===== src/rtl/fmtw_pkg.sv =====
package fmtw_pkg;
    localparam int AUD_W   = 16;
    localparam int WORD_W  = 32;
    localparam int ALIGN_W = WORD_W - AUD_W;
    localparam int PROD_W  = 2 * WORD_W + 1;

    localparam logic [WORD_W-1:0] CENTER_DEFAULT   = 32'h4710CB29;
    localparam logic [WORD_W-1:0] DEV_MONO_DEFAULT = 32'h004EA4A8;

    typedef logic signed [AUD_W-1:0] aud_t;
    typedef logic [WORD_W-1:0]        word_t;

    typedef enum logic {
        SRC_MIX = 1'b0,
        SRC_MPX = 1'b1
    } src_e;

    typedef struct packed {
        logic  vld;
        word_t operand;
        word_t dev;
        word_t center;
    } stage_t;

    function automatic aud_t mix_channels(aud_t a, aud_t b);
        aud_t ha;
        aud_t hb;
        ha = a >>> 1;
        hb = b >>> 1;
        return ha + hb;
    endfunction

    function automatic word_t align_mix(aud_t s);
        return {s, {ALIGN_W{1'b0}}};
    endfunction
endpackage


===== src/rtl/fmtw_cfg_regs.sv =====
module fmtw_cfg_regs
    import fmtw_pkg::*;
#(
    parameter word_t CENTER_RST = CENTER_DEFAULT,
    parameter word_t DEV_RST    = DEV_MONO_DEFAULT
) (
    input  logic  clk,
    input  logic  rst,
    input  logic  center_we,
    input  word_t center_wdata,
    input  logic  dev_we,
    input  word_t dev_wdata,
    output word_t center_q,
    output word_t dev_q
);
    always_ff @(posedge clk) begin
        if (rst) begin
            center_q <= CENTER_RST;
            dev_q    <= DEV_RST;
        end else begin
            if (center_we) center_q <= center_wdata;
            if (dev_we)    dev_q    <= dev_wdata;
        end
    end
endmodule


===== src/rtl/fmtw_operand_stage.sv =====
module fmtw_operand_stage
    import fmtw_pkg::*;
(
    input  logic   clk,
    input  logic   rst,
    input  logic   in_valid,
    input  src_e   src,
    input  aud_t   left_in,
    input  aud_t   right_in,
    input  word_t  mpx_in,
    input  word_t  center_q,
    input  word_t  dev_q,
    output stage_t st_q
);
    word_t operand;

    always_comb begin
        unique case (src)
            SRC_MPX: operand = mpx_in;
            default: operand = align_mix(mix_channels(left_in, right_in));
        endcase
    end

    always_ff @(posedge clk) begin
        if (rst) begin
            st_q <= '0;
        end else begin
            st_q.vld <= in_valid;
            if (in_valid) begin
                st_q.operand <= operand;
                st_q.dev     <= dev_q;
                st_q.center  <= center_q;
            end
        end
    end
endmodule


===== src/rtl/fmtw_scale_add.sv =====
module fmtw_scale_add
    import fmtw_pkg::*;
(
    input  logic   clk,
    input  logic   rst,
    input  stage_t st_i,
    output logic   tw_valid,
    output word_t  tw_word
);
    logic signed [PROD_W-1:0] op_ext;
    logic signed [PROD_W-1:0] dev_ext;
    logic signed [PROD_W-1:0] product;
    word_t                    offset;
    word_t                    sum;

    always_comb begin
        op_ext  = {{(PROD_W-WORD_W){st_i.operand[WORD_W-1]}}, st_i.operand};
        dev_ext = {{(PROD_W-WORD_W){1'b0}}, st_i.dev};
        product = op_ext * dev_ext;
        offset  = product[2*WORD_W-1:WORD_W];
        sum     = st_i.center + offset;
    end

    always_ff @(posedge clk) begin
        if (rst) begin
            tw_valid <= 1'b0;
            tw_word  <= '0;
        end else begin
            tw_valid <= st_i.vld;
            if (st_i.vld) tw_word <= sum;
        end
    end
endmodule


===== src/rtl/fm_tuning_word_gen.sv =====
module fm_tuning_word_gen
    import fmtw_pkg::*;
#(
    parameter logic [31:0] CENTER_RST = CENTER_DEFAULT,
    parameter logic [31:0] DEV_RST    = DEV_MONO_DEFAULT
) (
    input  logic        clk,
    input  logic        rst,
    input  logic        in_valid,
    input  logic        stereo_sel,
    input  logic [15:0] left_in,
    input  logic [15:0] right_in,
    input  logic [31:0] mpx_in,
    input  logic        center_we,
    input  logic [31:0] center_wdata,
    input  logic        dev_we,
    input  logic [31:0] dev_wdata,
    output logic        tw_valid,
    output logic [31:0] tw_word
);
    word_t  center_q;
    word_t  dev_q;
    stage_t st;
    src_e   src;

    assign src = src_e'(stereo_sel);

    fmtw_cfg_regs #(
        .CENTER_RST(CENTER_RST),
        .DEV_RST   (DEV_RST)
    ) u_cfg (
        .clk         (clk),
        .rst         (rst),
        .center_we   (center_we),
        .center_wdata(center_wdata),
        .dev_we      (dev_we),
        .dev_wdata   (dev_wdata),
        .center_q    (center_q),
        .dev_q       (dev_q)
    );

    fmtw_operand_stage u_opnd (
        .clk     (clk),
        .rst     (rst),
        .in_valid(in_valid),
        .src     (src),
        .left_in (aud_t'(left_in)),
        .right_in(aud_t'(right_in)),
        .mpx_in  (mpx_in),
        .center_q(center_q),
        .dev_q   (dev_q),
        .st_q    (st)
    );

    fmtw_scale_add u_mac (
        .clk     (clk),
        .rst     (rst),
        .st_i    (st),
        .tw_valid(tw_valid),
        .tw_word (tw_word)
    );
endmodule


===== config.mk =====
export PLATFORM = sky130hd
export DESIGN_NAME = fm_tuning_word_gen
export DESIGN_NICKNAME = d
export VERILOG_FILES = /design/src/rtl/fmtw_pkg.sv /design/src/rtl/fmtw_cfg_regs.sv /design/src/rtl/fmtw_operand_stage.sv /design/src/rtl/fmtw_scale_add.sv /design/src/rtl/fm_tuning_word_gen.sv
export SDC_FILE = /design/constraint.sdc
export NUM_CORES = 2
export LEC_CHECK = 0
export BUFFER_PORTS_ARGS = -buffer_cell sky130_fd_sc_hd__buf_2
export CORE_ASPECT_RATIO = 2
export CORE_MARGIN = 2
export CORE_UTILIZATION = 30
export DETAILED_ROUTE_END_ITERATION = 10
export PLACE_DENSITY = 0.5
export RECOVER_POWER = 25
export SLEW_MARGIN = 25
export SYNTH_ARGS = -nofsm -noshare
export SYNTH_HDL_FRONTEND = slang
export SYNTH_HIERARCHICAL = 1
export SYNTH_SLANG_ARGS = --single-unit

===== constraint.sdc =====
create_clock -name clk -period 15.9 [get_ports clk]
set_input_delay 2.385 -clock clk [delete_from_list [all_inputs] [get_ports clk]]
set_output_delay 2.385 -clock clk [all_outputs]
set_load 0.1 [all_outputs]

==> summary.txt <==
Clock network
  – Reg clk slew, reported paths: 0.09 ns
  – CTS Buffer Depth: 3
  – Worst-Skew Late Latency: between 0.5 and 0.6 ns
  – CTS tree: done
  – Hold Buf Count CTS: 0
  – CTS Root Cell: clkbuf_16
  – Number of CTS-inserted buffers: 25
  – Post-cts sizing count: 0
  – Total clock sinks: roughly 190
  – Setup bufs post-CTS: 0
  – CTS H-tree lvls: 4

Placed design
  – Post-DP HPWL: ~110 mm
  – RePlAce Congestion: between 0.9 and 1
  – Placed insts: between 6000 and 7000
  – Port bufs: about 160

Synth
  – Syn nets: ~6000
  – EDFF count, synth: 0
  – Count leader, synth: fa_1
  – Post-Synthesis Cells: 4545
  – Post-synth ARST share: 0%
  – Netlist Area Pre-Place: ~42000 um2
  – Seq/Total Area, Yosys: roughly 9%
  – Post-synth cell types: 74
  – Synth top area share: approximately 43%
  – Post-synth top flop: dfxtp_1
  – Cell taking the most area after synthesis: fa_1
  – Register bit count reported by yosys: slightly below 200
  – Post-synth top cells: 898 x fa_1, 881 x inv_1, 596 x and2_1
  – Avg Synthesized Cell Area: slightly above 9 um2
  – Ranking of synthesized cells by area: fa_1 43%, ha_1 10%, dfxtp_1 9.2%, and2_1 8.9%, inv_1 7.9%
  – Ys Warns: 6

Global routing
  – Gr ovfl total: 0
  – First-pass GRT wire length: between 200 and 250 mm
  – Initial antenna violation count: 11
  – Global-route usage over all layers: between 20% and 30%
  – Met3 Usage GRT: under 10%
  – Met1 Usage GRT: between 10% and 20%
  – Most crowded layer after global routing: met2
  – Vias in the first global route: about 35000
  – Largest net degree at the start of global routing: 79
  – Met2 usage: 41.32%

Routing
  – WL/cell: between 20 and 25 um
  – Drt first pass iters: 5
  – Routed Antenna Nets: 0
  – Total Wirelength: approximately 140 mm
  – Vias: 31142
  – DRC Markers: 0
  – Vias/cell: 4.842
  – DR iter-0 viols: ~1200

Run status
  – Status: complete, but fails checks
  – Failing checks: capacitance limit, slew limit

Finish
  – Share of layout cells above drive strength 1: 6.643%
  – Area grow syn2layout: 8.262%
  – Final Instance Count excl. Fillers: ~6400
  – Nets@finish: between 5000 and 6000
  – Finished Core Util: roughly a third

Worst setup path
  – Most frequent CP cell: fa_1
  – WP buf/inv: 4
  – WP data required: about 16 ns
  – Crit. End Element: flop
  – CP top delay family: adder cells
  – Slowest stage delay, CP: about 0.8 ns
  – Worst setup path class: reg -> reg
  – Crit path DAT: 12.57 ns
  – Max stage delay cell, worst path: dfxtp_1
  – Worst-path fanout max: 22
  – Critical Path Source Type: flop

Flow run
  – # Max-Cap Violations: 3

Timing
  – Hold WS: 0.4698 ns
  – Final setup viols: 0
  – Final Max Slew Viols: 200
  – RSZ-0062 raised after global routing: false
  – Period utilization: between 70 and 80%
  – Relative slew slack: -159.1%
  – Clock skew: about 0.041 ns
  – Hold Fails Final Rpt: 0
  – Fin crit period: between 10 and 15 ns
  – Setup TNS: 0 ns
  – Worst-Margin Slew: 3.886 ns
  – Fmax: roughly 82 MHz

Floorplan
  – Row cnt: roughly 190
  – Die area: 143600 um2
  – Top-level port count: 167
  – Initial Util: a little under a third
  – Die Ht: 533.9 um
  – Core area: approximately 140000 um2
  – Die Span X: approximately 270 um

Power and ir drop
  – Combinational Power Share: a little under three fifths
  – Switching fraction of total power: approximately half
  – Power Density: 59.92 nW/um2
  – Pint: between 1 and 1.5 mW
  – Clock Power Share: ~22%
  – Flop pwr share: a little over a fifth
  – Lkg Pwr: around 23 nW
  – Max IR drop VDD: 0.1036 mV
  – Switching Power: 1.333 mW

Hold path
  – Hold WC Path Type: reg -> reg
==> cells by family after synthesis <==
kind of cell,synth area share [%]
mux,3.289
simple gates,17.41
compound gates,5.722
flops,9.221
fa+ha+maj,52.76
xor+xnor,1.352
buf+inv,10.25
==> state kept, by name, summed over array words and instances (netlist names) <==
register        cells
u_cfg/center_q     32
u_cfg/dev_q        32
u_mac/tw_valid      1
u_mac/tw_word      32
u_opnd/st_q        97
==> cell usage in the layout (no fill, tap or decap), drive strengths merged, types with 55 or more instances in the layout <==
cell type  Yosys  routed
mux2i        135     135
dfxtp        194     194
ha           339     339
nor2         197     197
inv          881     882
nand2        453     453
buf           23     230
a21o          55      55
and2         596     596
fa           898     898
a21oi         86      86
==> worst paths after layout <==
path | start | endpoint | slack [ns] | cells after the start
setup reg to reg | u_opnd/st_q[82] | u_mac/tw_word[31] | 3.77 | 33
hold / removal | u_mac/tw_word[29] | u_mac/tw_word[29] | 0.47 | 2
setup / recovery | u_opnd/st_q[82] | u_mac/tw_word[31] | 3.77 | 33
hold reg to reg | u_mac/tw_word[29] | u_mac/tw_word[29] | 0.47 | 2
==> routing by layer <==
layer / wire length, um / up-vias
met5: 45 / -
met2: 83240 / 752
met1: 42550 / 16293
met3: 3611 / 385
met4: 12030 / 6
li1: - / 13706
==> metrics by stage <==
| step | total power [mW] | setup slack, ns | area, um2 |
|---|---|---|---|
| floorplan | 1.580 | 6.088 | 42120 |
| global placement | 2.146 | 3.955 | 44810 |
| detailed placement | 2.156 | 3.884 | 44810 |
| CTS | 2.776 | 3.894 | 45590 |
| global route | 2.899 | 3.423 | 45580 |
| finish | 2.732 | 3.773 | 45600 |
==> power by group through the flow <==
stage	registers (mW)	logic, mW	clock network [mW]
2_1_floorplan	0.674	0.906	0
6_report	0.576	1.56	0.592
4_1_cts	0.577	1.58	0.617
3_3_place_gp	0.587	1.56	0
3_5_place_dp	0.588	1.57	0
5_1_grt	0.581	1.69	0.627
==> worst min-delay path, stage by stage, from the launching register on <==
cell	delay (ns)
dfxtp_1	0.32
nand2b_1	0.06
a21oi_1	0.05
==> layout make-up <==
class / instances / area, um2
multi-input combinational: 3220 / 33920
antenna: 8 / 20.02
clock buffer: 28 / 666.9
tap: 1862 / 2330
fill: 14670 / 93980
timing repair buffer: 233 / 1335
sequential: 194 / 3915
clock inverter: 5 / 106.4
inverter: 881 / 3307
No activity file was read; power rests on OpenSTA's default activity.
